$ cat config.mk
export PLATFORM = sky130hd
export DESIGN_NAME = cmp_match_unit
export DESIGN_NICKNAME = d
export VERILOG_FILES = /design/src/rtl/cmp_match_pkg.sv /design/src/rtl/cmp_match_ctrl.sv /design/src/rtl/cmp_match_dp.sv /design/src/rtl/cmp_match_unit.sv
export SDC_FILE = /design/constraint.sdc
export NUM_CORES = 1
export LEC_CHECK = 0
export ABC_AREA = 1
export BUFFER_PORTS_ARGS = -buffer_cell sky130_fd_sc_hd__buf_4
export CAP_MARGIN = 20
export CELL_PAD_IN_SITES_DETAIL_PLACEMENT = 0
export CELL_PAD_IN_SITES_GLOBAL_PLACEMENT = 1
export CORE_MARGIN = 2
export CORE_UTILIZATION = 32
export DETAILED_ROUTE_END_ITERATION = 7
export HOLD_SLACK_MARGIN = 0.08
export PLACE_DENSITY_LB_ADDON = 0.1
export SYNTH_ARGS = -nofsm -noshare
export SYNTH_HDL_FRONTEND = slang
export SYNTH_SLANG_ARGS = --single-unit
$ cat constraint.sdc
create_clock -name clk -period 1.7 [get_ports clk]
set_input_delay 0.17 -clock clk [delete_from_list [all_inputs] [get_ports clk]]
set_output_delay 0.17 -clock clk [all_outputs]
set_load 0.05 [all_outputs]
$ cat src/rtl/cmp_match_pkg.sv
package cmp_match_pkg;
  localparam int MODE_W = 4;

  localparam logic [MODE_W-1:0] MODE_OFF     = 4'b0000;
  localparam logic [MODE_W-1:0] MODE_RSV_A   = 4'b0001;
  localparam logic [MODE_W-1:0] MODE_TOGGLE  = 4'b0010;
  localparam logic [MODE_W-1:0] MODE_RSV_B   = 4'b0011;
  localparam logic [MODE_W-1:0] MODE_SET     = 4'b1000;
  localparam logic [MODE_W-1:0] MODE_CLEAR   = 4'b1001;
  localparam logic [MODE_W-1:0] MODE_IRQONLY = 4'b1010;
  localparam logic [MODE_W-1:0] MODE_EVENT   = 4'b1011;

  // Strobes from control to datapath, valid for one clock
  typedef struct packed {
    logic forceLow;
    logic drvHigh;
    logic drvLow;
    logic toggle;
    logic setFlag;
    logic tmrRst;
    logic adcGo;
  } strobe_t;
endpackage

$ cat src/rtl/cmp_match_ctrl.sv
module cmp_match_ctrl
  import cmp_match_pkg::*;
(
  input  logic              clk,
  input  logic              rstN,
  input  logic [MODE_W-1:0] modeSel,
  input  logic              eqNow,
  input  logic              adcEnable,
  output strobe_t           strobe,
  output logic              pinDrive
);
  logic              eqPrev;
  logic [MODE_W-1:0] modePrev;
  logic              matchRise;
  logic              entering;

  // eqPrev resets high so that a zero timer and a zero register do not act at once
  always_ff @(posedge clk) begin
    if (!rstN) begin
      eqPrev   <= 1'b1;
      modePrev <= MODE_OFF;
    end else begin
      eqPrev   <= eqNow;
      modePrev <= modeSel;
    end
  end

  assign matchRise = eqNow & ~eqPrev;
  assign entering  = (modeSel != modePrev);

  always_comb begin
    strobe   = '0;
    pinDrive = 1'b0;
    unique case (modeSel)
      MODE_OFF: strobe.forceLow = 1'b1;
      MODE_TOGGLE: begin
        pinDrive       = 1'b1;
        strobe.toggle  = matchRise;
        strobe.setFlag = matchRise;
      end
      MODE_SET: begin
        pinDrive       = 1'b1;
        strobe.drvLow  = entering;
        strobe.drvHigh = matchRise & ~entering;
        strobe.setFlag = matchRise;
      end
      MODE_CLEAR: begin
        pinDrive       = 1'b1;
        strobe.drvHigh = entering;
        strobe.drvLow  = matchRise & ~entering;
        strobe.setFlag = matchRise;
      end
      MODE_IRQONLY: strobe.setFlag = matchRise;
      MODE_EVENT: begin
        strobe.setFlag = matchRise;
        strobe.tmrRst  = matchRise;
        strobe.adcGo   = matchRise & adcEnable;
      end
      default: ;
    endcase
  end
endmodule

$ cat src/rtl/cmp_match_dp.sv
module cmp_match_dp
  import cmp_match_pkg::*;
#(
  parameter int TMR_W = 16
) (
  input  logic             clk,
  input  logic             rstN,
  input  logic [TMR_W-1:0] timerVal,
  input  logic             cmpWrEn,
  input  logic [TMR_W-1:0] cmpWrData,
  input  logic             flagClr,
  input  strobe_t          strobe,
  output logic             eqNow,
  output logic             pinOut,
  output logic             irqFlag,
  output logic             timerRstPulse,
  output logic             adcStartPulse
);
  logic [TMR_W-1:0] cmpReg;

  always_ff @(posedge clk) begin
    if (!rstN)        cmpReg <= '0;
    else if (cmpWrEn) cmpReg <= cmpWrData;
  end

  assign eqNow = (timerVal == cmpReg);

  always_ff @(posedge clk) begin
    if (!rstN) begin
      pinOut        <= 1'b0;
      irqFlag       <= 1'b0;
      timerRstPulse <= 1'b0;
      adcStartPulse <= 1'b0;
    end else begin
      if (strobe.forceLow)     pinOut <= 1'b0;
      else if (strobe.drvHigh) pinOut <= 1'b1;
      else if (strobe.drvLow)  pinOut <= 1'b0;
      else if (strobe.toggle)  pinOut <= ~pinOut;

      if (strobe.setFlag) irqFlag <= 1'b1;
      else if (flagClr)   irqFlag <= 1'b0;

      timerRstPulse <= strobe.tmrRst;
      adcStartPulse <= strobe.adcGo;
    end
  end
endmodule

$ cat src/rtl/cmp_match_unit.sv
module cmp_match_unit
  import cmp_match_pkg::*;
#(
  parameter int TMR_W = 16
) (
  input  logic             clk,
  input  logic             rstN,
  input  logic [TMR_W-1:0] timerVal,
  input  logic             cmpWrEn,
  input  logic [TMR_W-1:0] cmpWrData,
  input  logic [3:0]       modeSel,
  input  logic             adcEnable,
  input  logic             flagClr,
  output logic             pinOut,
  output logic             pinOutEn,
  output logic             irqFlag,
  output logic             timerRstPulse,
  output logic             adcStartPulse
);
  strobe_t strobe;
  logic    eqNow;

  cmp_match_ctrl u_ctrl (
    .clk      (clk),
    .rstN     (rstN),
    .modeSel  (modeSel),
    .eqNow    (eqNow),
    .adcEnable(adcEnable),
    .strobe   (strobe),
    .pinDrive (pinOutEn)
  );

  cmp_match_dp #(.TMR_W(TMR_W)) u_dp (
    .clk          (clk),
    .rstN         (rstN),
    .timerVal     (timerVal),
    .cmpWrEn      (cmpWrEn),
    .cmpWrData    (cmpWrData),
    .flagClr      (flagClr),
    .strobe       (strobe),
    .eqNow        (eqNow),
    .pinOut       (pinOut),
    .irqFlag      (irqFlag),
    .timerRstPulse(timerRstPulse),
    .adcStartPulse(adcStartPulse)
  );
endmodule

==> results of run 1 <==
-- power breakdown --
| group | switching, mW | internal [mW] |
|---|---|---|
| Sequential | 0.0176 | 0.619 |
| Combinational | 0.114 | 0.114 |
| Clock | 0.188 | 0.164 |
| Total | 0.319 | 0.897 |
-- critical path: stages (launching register included) --
cell	delay, ns
dfxtp_1	0.34
inv_1	0.05
nand2_1	0.05
nand2_1	0.05
nor2_1	0.09
nand2_1	0.09
nor2_2	0.18
nand2_2	0.09
nor2_2	0.11
nand2_2	0.07
nor3_2	0.13
and2_1	0.14
-- cells in the final DEF, fill, tap and decap left out --
cell,n
a21oi_1,10
xor2_1,4
inv_2,1
and2_1,1
nor2_1,37
nor3_2,1
inv_1,37
nand3_1,4
o21ai_0,17
nand2_1,51
a31oi_1,1
nand4_1,4
dfxtp_1,25
nand2_2,2
clkbuf_8,3
o211ai_1,1
buf_4,47
clkinv_2,1
nor2_2,3
-- area by class of cell --
cell class,instances,area (sq um)
Clock buffer,3,41.3
Clock inverter,1,5.00
Fill cell,428,2030
Inverter,38,143
Multi-Input combinational cell,136,607
Sequential cell,25,500
Tap cell,48,60.1
Timing Repair Buffer,47,353
-- metal layers --
| layer | vias up | wire length [um] |
|---|---|---|
| met2 | 26 | 1110 |
| li1 | 707 | - |
| met1 | 503 | 1400 |
| met4 | 0 | 22 |
| met3 | 2 | 180 |
| met5 | - | 0 |
-- registers in the layout, indices dropped and copies added (netlist names) --
| signal | cells |
|---|---|
| u_ctrl.eqPrev | 1 |
| u_dp.timerRstPulse | 1 |
| u_dp.pinOut | 1 |
| u_dp.adcStartPulse | 1 |
| u_ctrl.modePrev | 4 |
| u_dp.cmpReg | 16 |
| u_dp.irqFlag | 1 |
-- worst paths after layout --
kind             startpoint            endpoint  slack, ns  cells after the start
max          u_dp.cmpReg[2]  u_dp.adcStartPulse       0.27                     11
min              modeSel[3]  u_ctrl.modePrev[3]        0.1                      3
max reg2reg  u_dp.cmpReg[2]  u_dp.adcStartPulse       0.27                     11
min reg2reg  u_dp.cmpReg[0]      u_dp.cmpReg[0]       0.47                      2
-- synth_stat cells (all sizes together) --
cell | n | area, sq um
nand2 | 53 | 204
nor2 | 40 | 158
inv | 38 | 143
dfxtp | 25 | 500
o21ai | 17 | 85.1
a21oi | 10 | 50.1
nand3 | 4 | 20.0
nand4 | 4 | 25.0
xor2 | 4 | 35.0
clkbuf | 3 | 11.3
a31oi | 1 | 6.26
and2 | 1 | 6.26
buf | 1 | 3.75
nor3 | 1 | 10.0
o211ai | 1 | 7.51
-- logic make-up (layout without fill, tap and decap cells) --
| group | after synthesis | in the layout | synth area share [%] |
|---|---|---|---|
| flops | 25 | 25 | 39.6 |
| compound gates | 29 | 29 | 11.8 |
| simple gates | 103 | 103 | 33.4 |
| xor+xnor | 4 | 4 | 2.77 |
| buf+inv | 42 | 89 | 12.5 |
==> run metrics, run 1 <==
Die Height 66.9 um; placed cell areas 1660 sq um; critical path class reg -> reg; P_leak 0.916 nW; core area 3740 sq um; Yosys reg bits 25; Top Usage Layer GRT met2; CTS tree built; routing usage on met3 3.38%; initial DRC count 43; Post-Syn Instances 203; post-DP HPWL 2.09 mm; Max Freq 699 MHz; final core utilization 45.7%; Final WS setup 0.270 ns; Placed Instances 294; Final min period 1.43 ns; Syn Area/Cell 6.23 sq um; Setup crit start kind flop; clk_skew 0.00201 ns; Tot Pwr 1.22 mW; vias per cell 4.15; worst-margin pin slew 0.354 ns; sequential area share after synthesis 39.6%; arrival time at the worst endpoint 1.65 ns; Pre-antenna DRT Iters 4; io pins 46; row count 22; initial antenna violation count 0; die area 4470 sq um; gr ovfl total 0; pin count of the biggest net entering global routing 24; CTS Buf Count 3; vias in the first global route 1112; status completed; Max Slew Vio Count 0; Setup crit end kind flop; RSZ-0062 raised after global routing false; Worst-Skew Late Latency 0.26 ns; post_cts resized 0; ant diodes 0; first-pass GRT wire length 4.62 mm; final period utilization 84.1%; maximum VDD drop 0.000335 V; Hold Buf Count CTS 0; final RePlAce weighted congestion 0.754; Post-DRT Antenna Nets 0; Layout Cells excl Fill 298; Final Cell Area 1710 sq um; hold_ws 0.0956 ns; Netlist cell types 18; Routed wire per std cell 9.10 um; max_slew headroom 76.4%; Synth-to-Final Area Change 35.1%; Post-Syn Area 1260 sq um; Critical Path Fanout Max 3; final hold violation count 0; global routing usage on met2 20.9%; die width 66.9 um; clock root buffer clkbuf_8; syn_nets 244; max_cap viols 0; CTS sink count 25; IO buf count 45; CP required 1.92 ns; global-route usage over all layers 13.4%; clock-pin slew on the worst setup and hold paths 0.09 ns; Place WS 0.278 ns; Setup Buffers After CTS 0; Layout Nets 292; Initial Utilization 33.8%; Via Count 1238; Final setup viols 0; worst hold path type in -> reg; PwrDens 712 nW/um^2; number of remaining DRC errors 0; YS warnings 0; setup TNS 0 ns; H-Tree Depth 1; met1 usage 17.6%; Routed WL 2.71 mm; layout cells sized above 1 23.2%; Longest Clk Path Bufs 2
Power figures use the tool's default switching activity.
==> inputs of run 2 (changes only) <==
--- a/config.mk
+++ b/config.mk
@@ -11,7 +11,7 @@
 export CELL_PAD_IN_SITES_DETAIL_PLACEMENT = 0
 export CELL_PAD_IN_SITES_GLOBAL_PLACEMENT = 1
 export CORE_MARGIN = 2
-export CORE_UTILIZATION = 32
+export CORE_UTILIZATION = 29
 export DETAILED_ROUTE_END_ITERATION = 7
 export HOLD_SLACK_MARGIN = 0.08
 export PLACE_DENSITY_LB_ADDON = 0.1
==> constraint.sdc (replaced) <==
create_clock -name clk -period 1.2 [get_ports clk]
set_input_delay 0.12 -clock clk [delete_from_list [all_inputs] [get_ports clk]]
set_output_delay 0.12 -clock clk [all_outputs]
set_load 0.05 [all_outputs]
==> run 2 against run 1 <==
  * The run now ends with negative setup slack left
  * Combinational power increased by 75%
  * Clock-buffer cell count increased by 1
  * Wire length increased by 12%
  * Register-to-register slack got worse by 0.47 ns
  * Critical path depth decreased by 2
  * First-iteration DRC count decreased by 37%
  * Non-clock buffer count increased by 24
  * Clock skew decreased by 0.0012 ns
  * Final cell count increased by 9.4%
==> run metrics, run 2 (synthesis gave the netlist of run 1 again) <==
first-pass GRT wire length 5.07 mm (was 4.62 mm); Layout Cells excl Fill 326 (was 298); Max Slew Vio Count 0 (unchanged); CTS Buf Count 3 (unchanged); Tot Pwr 1.80 mW (was 1.22 mW); final hold violation count 0 (unchanged); Max Freq 715 MHz (was 699 MHz); Setup crit start kind flop (unchanged); CP most frequent cell nand2_2 (was nand2_1); worst hold path type in -> reg (unchanged); Worst-Skew Late Latency 0.26 ns (about the same); CP Cell Sequence xor2_1 -> nor2_1 -> nand2_1 -> nor2_2 -> nand2_2 -> nor2_4 -> nand2_2 -> nor3_2 -> and2_1 (was inv_1 -> nand2_1 -> nand2_1 -> nor2_1 -> nand2_1 -> nor2_2 -> nand2_2 -> nor2_2 -> nand2_2 -> nor3_2 -> and2_1); CP required 1.42 ns (was 1.92 ns); Buf/Inv on CP 0 (was 1); Setup crit end kind flop (unchanged); Critical path origin u_dp.cmpReg[14] (was u_dp.cmpReg[2]); max reg flops 16 (unchanged); failing checks negative setup slack; IO buf count 45 (unchanged); Final setup viols 5 (was 0); most common cell after layout, fill and taps aside buf_4 (was nand2_1); CTS tree built (unchanged); vias in the first global route 1233 (was 1112); number of remaining DRC errors 0 (unchanged); core area 4260 sq um (was 3740 sq um); Pre-antenna DRT Iters 4 (unchanged); initial DRC count 27 (was 43); pin count of the biggest net entering global routing 26 (was 24); Initial Utilization 29.7% (was 33.8%); hold_sp cmpWrData[5] (was modeSel[3]); Routed wire per std cell 9.35 um (was 9.10 um); maximum VDD drop 0.000701 V (was 0.000335 V); critical path class reg -> reg (unchanged); Worst path max stage delay 0.33 ns (was 0.34 ns); hold_ws 0.0876 ns (was 0.0956 ns); clk_skew 0.000769 ns (was 0.00201 ns); layout cells sized above 1 29.2% (was 23.2%); Largest regs u_dp.cmpReg x16, u_ctrl.modePrev x4 (unchanged); gr ovfl total 0 (unchanged); most frequent cells in the layout buf_4, nand2_1, inv_1, nor2_1, dfxtp_1 (was nand2_1, buf_4, inv_1, nor2_1, dfxtp_1); Layout Nets 316 (was 292); final period utilization 116% (was 84.1%); Routed WL 3.05 mm (was 2.71 mm); die width 70.0 um (was 66.9 um); Via Count 1364 (was 1238); Placed Instances 310 (was 294); Longest Clk Path Bufs 2 (unchanged); Reg-to-Reg Start u_dp.cmpReg[14] (was u_dp.cmpReg[2]); Critical Path Fanout Max 3 (unchanged); die area 4910 sq um (was 4470 sq um); arrival time at the worst endpoint 1.61 ns (was 1.65 ns); status finished, violations left (was completed); final RePlAce weighted congestion 0.742 (was 0.754); max_cap viols 0 (unchanged); io pins 46 (unchanged); final core utilization 45.9% (was 45.7%); largest reg by FF count u_dp.cmpReg (unchanged); Critical Path Stages 9 (was 11); P_leak 1.02 nW (was 0.916 nW); global-route usage over all layers 12.7% (was 13.4%); max_slew headroom 84.5% (was 76.4%); hold depth 3 (unchanged); clock-pin slew on the worst setup and hold paths 0.08 ns (was 0.09 ns); worst-margin pin slew 0.233 ns (was 0.354 ns); Final min period 1.40 ns (was 1.43 ns); ant diodes 0 (unchanged); H-Tree Depth 1 (unchanged); CTS sink count 25 (unchanged); PwrDens 920 nW/um^2 (was 712 nW/um^2); RSZ-0062 raised after global routing true (was false); Post-DRT Antenna Nets 0 (unchanged); initial antenna violation count 0 (unchanged); slowest CP cell dfxtp_1 (unchanged); vias per cell 4.18 (was 4.15); post-DP HPWL 2.23 mm (was 2.09 mm); clock root buffer clkbuf_8 (unchanged); Synth-to-Final Area Change 54.7% (was 35.1%); Die Height 70.0 um (was 66.9 um); row count 24 (was 22); Final WS setup -0.198 ns (was 0.270 ns); critical path's top delay family simple AND/OR/NAND/NOR gates (unchanged); R2R cell count 9 (was 11)
## run 2: worst min-delay path: stages
cell and delay [ns]:
buf_4 0.08, nor2_1 0.03, nor2_1 0.08
## run 2: repair_timing
action / CTS / global route
hold buffers: 10 / 0
resized for setup: 3 / 5
endpoints found under the hold margin: 10 / 0
setup endpoints to repair: 4 / 5
buffers inserted: 1 / 1
gates cloned: 0 / 0
pin swaps: 1 / 7
## run 2: power breakdown
part / leakage (nW) / switching [mW] / internal, mW / total [mW]
logic: 0.794 / 0.181 / 0.219 / 0.399
clock network: 0.0228 / 0.259 / 0.237 / 0.496
registers: 0.209 / 0.0266 / 0.879 / 0.906
total: 1.02 / 0.466 / 1.34 / 1.80
## run 2: area by class of cell
| type | count | area [sq um] |
|---|---|---|
| fill | 467 | 2310 |
| multi-input combinational | 136 | 627 |
| timing repair buffer | 71 | 571 |
| sequential | 25 | 507 |
| inverter | 38 | 143 |
| tap | 52 | 65.1 |
| clock buffer | 4 | 45.0 |
## run 2: routing by layer
| metal | vias up | GRT usage, % | part of all wire [%] |
|---|---|---|---|
| met3 | 2 | 3.75 | 5.2 |
| met4 | 0 | 3.21 | 0.62 |
| met1 | 577 | 15.4 | 47 |
| met2 | 26 | 22.0 | 47 |
| met5 | - | 0 | 0 |
| li1 | 759 | - | - |
## run 2: path summary, 6_finish.rpt
check | end | slack (ns)
worst max-delay path | u_dp.adcStartPulse | -0.20
worst min register to register | u_dp.irqFlag | 0.49
worst max register to register | u_dp.adcStartPulse | -0.20
worst min-delay path | u_dp.cmpReg[5] | 0.09
## run 2: stage by stage
stage	setup WS, ns	instance area, sq um	TNS, ns
detailed placement	-0.245	1770	-0.710
CTS	-0.229	1940	-0.676
global placement	-0.212	1770	-0.615
finish	-0.198	1960	-0.610
global route	-0.345	1960	-1.26
floorplan	-0.0363	1270	-0.104
==> inputs of run 3 (changes only) <==
--- a/config.mk
+++ b/config.mk
@@ -15,6 +15,7 @@
 export DETAILED_ROUTE_END_ITERATION = 7
 export HOLD_SLACK_MARGIN = 0.08
 export PLACE_DENSITY_LB_ADDON = 0.1
+export REMOVE_ABC_BUFFERS = 1
 export SYNTH_ARGS = -nofsm -noshare
 export SYNTH_HDL_FRONTEND = slang
 export SYNTH_SLANG_ARGS = --single-unit
==> run 3 against run 2 <==
  * The flow still finishes with violations (negative setup slack)
  * Clock skew is 0.0036 ns higher
  * Register-to-register slack hardly changed
  * Worst setup slack better by 0.013 ns
  * Clock power hardly changed
  * Final area is 0.32% lower
  * Sequential power hardly changed
  * Largest power group unchanged
  * Highest routed layer unchanged
==> run metrics, run 3 (synthesis gave the netlist of run 1 again) <==
Layout Cells excl Fill 324 (was 326); worst hold path type in -> reg (unchanged); worst-margin pin slew 0.235 ns (was 0.233 ns); Setup crit start kind flop (unchanged); Die Height 70.0 um (unchanged); PwrDens 925 nW/um^2 (was 920 nW/um^2); RSZ-0062 raised after global routing true (unchanged); pin count of the biggest net entering global routing 26 (unchanged); final period utilization 115% (was 116%); number of remaining DRC errors 0 (unchanged); Layout Nets 314 (was 316); critical path class reg -> reg (unchanged); Largest regs u_dp.cmpReg x16, u_ctrl.modePrev x4 (unchanged); initial antenna violation count 0 (unchanged); Final min period 1.39 ns (was 1.40 ns); CP required 1.42 ns (about the same); max_slew headroom 84.3% (was 84.5%); final hold violation count 0 (unchanged); Placed Instances 308 (was 310); maximum VDD drop 0.00101 V (was 0.000701 V); clk_skew 0.00441 ns (was 0.000769 ns); most frequent cells in the layout buf_4, nand2_1, nor2_1, inv_1 (was buf_4, nand2_1, inv_1, nor2_1, dfxtp_1); most common cell after layout, fill and taps aside buf_4 (unchanged); die width 70.0 um (unchanged); row count 24 (unchanged); core area 4260 sq um (unchanged); Initial Utilization 29.7% (unchanged); gr ovfl total 0 (unchanged); initial DRC count 35 (was 27); critical path's top delay family simple AND/OR/NAND/NOR gates (unchanged); IO buf count 45 (unchanged); Tot Pwr 1.80 mW (about the same); vias per cell 4.20 (was 4.18); global-route usage over all layers 13.1% (was 12.7%); final core utilization 45.7% (was 45.9%); die area 4910 sq um (unchanged); clock-pin slew on the worst setup and hold paths 0.09 ns (was 0.08 ns); status finished, violations left (unchanged); CTS sink count 25 (unchanged); layout cells sized above 1 32.4% (was 29.2%); post-DP HPWL 2.23 mm (unchanged); io pins 46 (unchanged); failing checks negative setup slack (unchanged); Routed WL 3.09 mm (was 3.05 mm); slowest CP cell dfxtp_2 (was dfxtp_1); final RePlAce weighted congestion 0.704 (was 0.742); arrival time at the worst endpoint 1.60 ns (was 1.61 ns); Setup crit end kind flop (unchanged); CP Cell Sequence inv_1 -> nand2_1 -> nand2_1 -> nor2_1 -> nand2_2 -> nor2_4 -> nand2_2 -> nor2_4 -> nand2_2 -> nor3_2 -> and2_1 (was xor2_1 -> nor2_1 -> nand2_1 -> nor2_2 -> nand2_2 -> nor2_4 -> nand2_2 -> nor3_2 -> and2_1); Final WS setup -0.185 ns (was -0.198 ns); CTS tree built (unchanged); CP most frequent cell nand2_2 (unchanged); ant diodes 0 (unchanged); Pre-antenna DRT Iters 5 (was 4); max_cap viols 0 (unchanged); largest reg by FF count u_dp.cmpReg (unchanged); Worst path max stage delay 0.33 ns (about the same); P_leak 1.02 nW (about the same); Final setup viols 4 (was 5); Critical Path Fanout Max 3 (unchanged); Post-DRT Antenna Nets 0 (unchanged); Worst-Skew Late Latency 0.26 ns (about the same); first-pass GRT wire length 5.28 mm (was 5.07 mm); vias in the first global route 1250 (was 1233); clock root buffer clkbuf_8 (unchanged); Via Count 1360 (was 1364); Buf/Inv on CP 1 (was 0); Max Freq 722 MHz (was 715 MHz); max reg flops 16 (unchanged); Synth-to-Final Area Change 54.2% (was 54.7%); Max Slew Vio Count 0 (unchanged); Longest Clk Path Bufs 2 (unchanged); Routed wire per std cell 9.53 um (was 9.35 um); Place WS -0.283 ns (was -0.245 ns); CTS Buf Count 3 (unchanged); H-Tree Depth 1 (unchanged)
-- run 3: final cells by class --
type / instances / area (sq um)
fill: 451 / 2310
multi-input combinational: 136 / 636
timing repair buffer: 69 / 551
sequential: 25 / 510
inverter: 38 / 143
tap: 52 / 65.1
clock buffer: 3 / 41.3
clock inverter: 1 / 5.00
-- run 3: repair_timing --
| action | 4_1_cts | 5_1_grt |
|---|---|---|
| pin swaps | 2 | 6 |
| buffers inserted | 1 | 3 |
| hold buffers | 8 | 0 |
| endpoints found under the setup margin | 4 | 4 |
| resized for setup | 8 | 11 |
| endpoints found under the hold margin | 8 | 0 |
-- run 3: worst paths after layout --
check	start	to	slack [ns]	cells after the start
min	cmpWrData[11]	u_dp.cmpReg[11]	0.08	3
max	u_dp.cmpReg[10]	u_dp.adcStartPulse	-0.19	11
max reg2reg	u_dp.cmpReg[10]	u_dp.adcStartPulse	-0.19	11
min reg2reg	u_dp.cmpReg[7]	u_dp.cmpReg[7]	0.47	2
-- run 3: tightest hold or removal path, cell delays in order --
cell    delay (ns)
buf_4         0.08
nor2_1        0.03
nor2_1        0.08
-- run 3: power breakdown --
part	internal, mW	total, mW	switching [mW]	leakage, nW
combinational	0.218	0.403	0.185	0.787
sequential	0.881	0.908	0.0270	0.209
clock	0.232	0.494	0.262	0.0255
-- run 3: per-layer routing --
layer,wire length (um),GRT usage (%),vias to the layer above
met5,0,0,-
met4,20,1.92,0
met3,167,3.32,2
met2,1380,21.6,31
met1,1520,17.6,575
li1,-,-,752
-- run 3: through the flow --
stage	area (sq um)	hold slack, ns	TNS (ns)
global placement	1760	0.318	-0.690
detailed placement	1760	0.322	-0.812
CTS	1910	0.0814	-0.591
finish	1950	0.0829	-0.560
floorplan	1250	0.189	-0.120
global route	1950	0.0985	-1.10
